[config.mk]
export PLATFORM = sky130hd
export DESIGN_NAME = mux_latch_exchanger
export DESIGN_NICKNAME = d
export VERILOG_FILES = /design/src/rtl/mlx_pkg.sv /design/src/rtl/mlx_latch_cell.sv /design/src/rtl/mlx_pad_enable.sv /design/src/rtl/mlx_src_mux.sv /design/src/rtl/mux_latch_exchanger.sv
export SDC_FILE = /design/constraint.sdc
export NUM_CORES = 1
export LEC_CHECK = 0
export ABC_CLOCK_PERIOD_IN_PS = 1150
export BUFFER_PORTS_ARGS = -buffer_cell sky130_fd_sc_hd__buf_4
export CAP_MARGIN = 15
export CORE_MARGIN = 2
export CORE_UTILIZATION = 45
export CTS_CLUSTER_SIZE = 12
export DETAILED_ROUTE_END_ITERATION = 8
export GPL_TIMING_DRIVEN = 0
export PLACE_DENSITY = 0.8
export SLEW_MARGIN = 20
export SYNTH_ARGS = -nofsm -noshare
export SYNTH_HDL_FRONTEND = slang
export SYNTH_SLANG_ARGS = --single-unit
export TNS_END_PERCENT = 10
[constraint.sdc]
create_clock -name clk_i -period 1.15 [get_ports clk_i]
set_clock_uncertainty 0.1 [all_clocks]
set_input_delay 0.0575 -clock clk_i [delete_from_list [all_inputs] [get_ports clk_i]]
set_output_delay 0.0575 -clock clk_i [all_outputs]
set_load 0.02 [all_outputs]
[src/rtl/mlx_pkg.sv]
package mlx_pkg;
  localparam int unsigned MLX_DW = 12;
  typedef enum logic {
    SRC_B2 = 1'b0,
    SRC_B1 = 1'b1
  } mlx_src_e;
endpackage

[src/rtl/mlx_latch_cell.sv]
module mlx_latch_cell #(
  parameter int unsigned W = 12
) (
  input  logic         clk_i,
  input  logic         rst_ni,
  input  logic         le_i,
  input  logic [W-1:0] d_i,
  output logic [W-1:0] q_o
);
  logic [W-1:0] held_q;

  always_ff @(posedge clk_i or negedge rst_ni) begin
    if (!rst_ni)   held_q <= '0;
    else if (le_i) held_q <= d_i;
  end

  // open latch passes input straight through
  assign q_o = le_i ? d_i : held_q;
endmodule

[src/rtl/mlx_pad_enable.sv]
module mlx_pad_enable #(
  parameter int unsigned W = 12
) (
  input  logic         oe_ni,
  output logic [W-1:0] oe_o
);
  for (genvar i = 0; i < W; i++) begin : g_bit
    assign oe_o[i] = ~oe_ni;
  end
endmodule

[src/rtl/mlx_src_mux.sv]
module mlx_src_mux #(
  parameter int unsigned W = 12
) (
  input  mlx_pkg::mlx_src_e sel_i,
  input  logic [W-1:0]      b1_view_i,
  input  logic [W-1:0]      b2_view_i,
  output logic [W-1:0]      y_o
);
  always_comb begin
    unique case (sel_i)
      mlx_pkg::SRC_B1: y_o = b1_view_i;
      default:         y_o = b2_view_i;
    endcase
  end
endmodule

[src/rtl/mux_latch_exchanger.sv]
module mux_latch_exchanger #(
  parameter int unsigned W = mlx_pkg::MLX_DW
) (
  input  logic         clk_i,
  input  logic         rst_ni,
  input  logic         sel_i,
  input  logic         le_b1_i,
  input  logic         le_b2_i,
  input  logic         le_a1_i,
  input  logic         le_a2_i,
  input  logic         oe_a_ni,
  input  logic         oe_b1_ni,
  input  logic         oe_b2_ni,
  input  logic [W-1:0] a_i,
  output logic [W-1:0] a_o,
  output logic [W-1:0] a_oe_o,
  input  logic [W-1:0] b1_i,
  output logic [W-1:0] b1_o,
  output logic [W-1:0] b1_oe_o,
  input  logic [W-1:0] b2_i,
  output logic [W-1:0] b2_o,
  output logic [W-1:0] b2_oe_o
);
  localparam int unsigned NBANK = 2;

  logic [NBANK-1:0]        fwd_le, ret_le, b_oe_n;
  logic [NBANK-1:0][W-1:0] fwd_q, ret_d, ret_q, b_oe;

  assign fwd_le = {le_a2_i, le_a1_i};
  assign ret_le = {le_b2_i, le_b1_i};
  assign ret_d  = {b2_i, b1_i};
  assign b_oe_n = {oe_b2_ni, oe_b1_ni};

  for (genvar k = 0; k < NBANK; k++) begin : g_bank
    mlx_latch_cell #(.W(W)) u_fwd (
      .clk_i (clk_i),
      .rst_ni(rst_ni),
      .le_i  (fwd_le[k]),
      .d_i   (a_i),
      .q_o   (fwd_q[k])
    );
    mlx_latch_cell #(.W(W)) u_ret (
      .clk_i (clk_i),
      .rst_ni(rst_ni),
      .le_i  (ret_le[k]),
      .d_i   (ret_d[k]),
      .q_o   (ret_q[k])
    );
    mlx_pad_enable #(.W(W)) u_boe (
      .oe_ni(b_oe_n[k]),
      .oe_o (b_oe[k])
    );
  end

  mlx_src_mux #(.W(W)) u_mux (
    .sel_i    (mlx_pkg::mlx_src_e'(sel_i)),
    .b1_view_i(ret_q[0]),
    .b2_view_i(ret_q[1]),
    .y_o      (a_o)
  );

  mlx_pad_enable #(.W(W)) u_aoe (
    .oe_ni(oe_a_ni),
    .oe_o (a_oe_o)
  );

  assign b1_o    = fwd_q[0];
  assign b2_o    = fwd_q[1];
  assign b1_oe_o = b_oe[0];
  assign b2_oe_o = b_oe[1];
endmodule

==> flow_summary.json <==
{
  "grt_max_degree": 49,
  "met3_usage": 0.0616,
  "rsz0062_at_grt": "true",
  "yosysWarnings": 0,
  "grt.total_usage": 0.188,
  "clkTransAtPathRegs_ps": 80,
  "slew_viol_final": 0,
  "drc": 0,
  "internal_power_mw": 3.18,
  "start_util": 0.470,
  "area_growth_pct": 59.6,
  "setup_viol": 36,
  "cts_made_buffers": 5,
  "wl_per_cell_um": 15.4,
  "powerDensity_mw_per_mm2": 1220,
  "rows": 25,
  "io_pins": 118,
  "finalNetCount": 322,
  "hold_buffers": 1,
  "grt_pass1_wl_um": 7850,
  "finalCriticalPeriod_ps": 1510,
  "timing.fmax_mhz": 663,
  "grt-ovfl-total": 0,
  "dpl.hpwl_um": 3650,
  "placed_area_mm2": 0.00321,
  "port-buffer-count": 117,
  "r2r-end": "g_bank[0].u_ret.held_q[10]",
  "syn_area_mm2": 0.00225,
  "startpoint_type": "flip-flop",
  "synth-edff-count": 0,
  "synth.distinct_cells": 7,
  "hold_ws_ps": -98.7,
  "cts_max_level": 2,
  "timing.final.ws_setup_ps": -359,
  "drtIter0Drc": 45,
  "vias_per_cell": 4.50,
  "hp-start": "b2_i[2]",
  "clock-sinks": 48,
  "core_area_mm2": 0.00479,
  "synth-async-reset-ratio": 1.00,
  "antennaDiodeCount": 0,
  "use_met1": 0.243,
  "p_comb_frac": 0.335,
  "ys_top_cells_by_count": "dfrtp_1, mux2_2, buf_4, mux2_4",
  "power_frac_clock": 0.232,
  "grt_antenna_before_repair": 0,
  "r2r-start": "g_bank[0].u_ret.held_q[10]",
  "fin_tns_setup_ps": -6110,
  "min_to": "g_bank[1].u_ret.held_q[2]",
  "endpoint_kind": "primary output",
  "min_path_cells": 2,
  "cap_violations": 0,
  "max_slew_margin": 0.606,
  "ys_seq_elements": 48,
  "synth_nets": 195,
  "final_cell_area_mm2": 0.00359,
  "syn_area_per_cell_um2": 15.1,
  "leakagePower_nw": 1.89,
  "grt_pass1_vias": 1513,
  "ys_top_cells_by_area": "dfrtp_1, mux2_2, mux2_4",
  "power_mw": 4.39,
  "cp.required_ps": 990,
  "pwr-share-seq": 0.433,
  "synth.largest_area_cell": "dfrtp_1",
  "synth.yosys.seq_area_share": 0.534,
  "run_status": "finished with violations",
  "die_area_mm2": 0.00558,
  "synth.most_common_cell": "dfrtp_1",
  "synth_top_area_share": 0.534,
  "ys_dominant_reg_cell": "dfrtp_1",
  "worstRegToRegCells": 2,
  "die_height_um": 74.7,
  "firstDrtPassIters": 4,
  "synthCells": 149,
  "period_share": 1.31,
  "min_path_type": "input pin to flip-flop",
  "dr_total_vias": 1548,
  "clockBufferDepth": 2,
  "dieWidth_um": 74.7,
  "cts_tree": "yes",
  "worst_slew_pin_slew_ps": 591,
  "busiest_layer": "met2",
  "violations": "hold timing, setup timing",
  "cp.arrival_ps": 1350,
  "ff2ff_setup_slack_ps": 170,
  "routabilityCongestion": 0.734,
  "n_fill_cell": 316,
  "critPathKind": "flip-flop to primary output",
  "finalHoldViolCount": 47,
  "antenna_left": 0,
  "drt-total-wl_um": 5280,
  "root_buffer": "clkbuf_8",
  "crit_fanout": 2,
  "swShare": 0.277,
  "max-vdd-ir-drop_v": 0.000829,
  "met2_usage": 0.308,
  "drive_gt1_frac": 0.809,
  "insertion_delay_ps": 290,
  "p_switching_mw": 1.22
}
[state kept, by name (all words and copies together) (netlist names)]
signal               flops
g_bank.u_fwd.held_q     24
g_bank.u_ret.held_q     24
[worst max-delay path by stage]
| stage | from | to | slack, ps | cells after the start |
|---|---|---|---|---|
| 4_1_cts | g_bank[0].u_ret.held_q[2] | a_o[2] | -370 | 3 |
| 2_1_floorplan | g_bank[0].u_ret.held_q[0] | a_o[0] | 80 | 2 |
| 6_report | g_bank[1].u_ret.held_q[6] | a_o[6] | -360 | 3 |
| 5_1_grt | g_bank[1].u_ret.held_q[10] | a_o[10] | -410 | 3 |
| 3_5_place_dp | le_b1_i | a_o[2] | -100 | 5 |
| 3_3_place_gp | le_b1_i | a_o[7] | -100 | 5 |
[kinds of logic (layout without fill, tap and decap cells)]
logic type | after synthesis | after routing | synth area share
buffers and inverters | 41 | 169 | 0.132
flip-flops | 48 | 48 | 0.534
multiplexers | 60 | 60 | 0.334
[worst max-delay path, stage by stage, from the launching register on]
cell and delay [ps]:
dfrtp_1 380, mux2_4 270, mux2_4 280, buf_6 130
[what timing repair did]
action,CTS,global route
endpoints found under the setup margin,36,36
gates resized for setup,51,18
hold endpoints to repair,96,48
setup buffers,1,1
[per-layer routing]
metal,share of wire,routed length (um)
met2,0.45,2400
met4,0.0083,44
met3,0.10,554
met5,0,0
met1,0.43,2280
[layout by cell type (no fill, tap or decap), drive strengths merged]
cell type | synthesis | routed
buf | 38 | 157
mux2 | 60 | 60
dfrtp | 48 | 48
clkbuf | 0 | 7
inv | 3 | 3
clkinvlp | 0 | 1
dlygate4sd3 | 0 | 1
[power groups by stage]
stage	registers, mW	clock network [mW]	logic [mW]
after floorplan	1.91	0	0.728
after global placement	1.92	0	1.24
after detailed placement	1.93	0	1.26
after CTS	1.90	1.05	1.42
after global routing	1.92	1.15	1.56
final	1.90	1.02	1.47
[area by class of cell]
type	instances	area [um^2]	area share
multi-input cells	60	875	0.244
flip-flops and latches	48	1200	0.335
well taps	67	83.8	0.0234
clock buffers	7	86.3	0.0241
repair buffers	120	1040	0.289
inverters	3	11.3	0.00314
plain buffers	38	285	0.0795
clock inverters	1	7.51	0.00209
[metrics by stage]
stage          cells  setup slack, ps  utilization
6_report         344             -359        0.750
4_1_cts          343             -371        0.734
3_5_place_dp     333             -102        0.671
2_1_floorplan    149             79.1            -
3_3_place_gp     333            -95.4        0.671
5_1_grt          344             -411        0.750
Power figures use the tool's default switching activity.
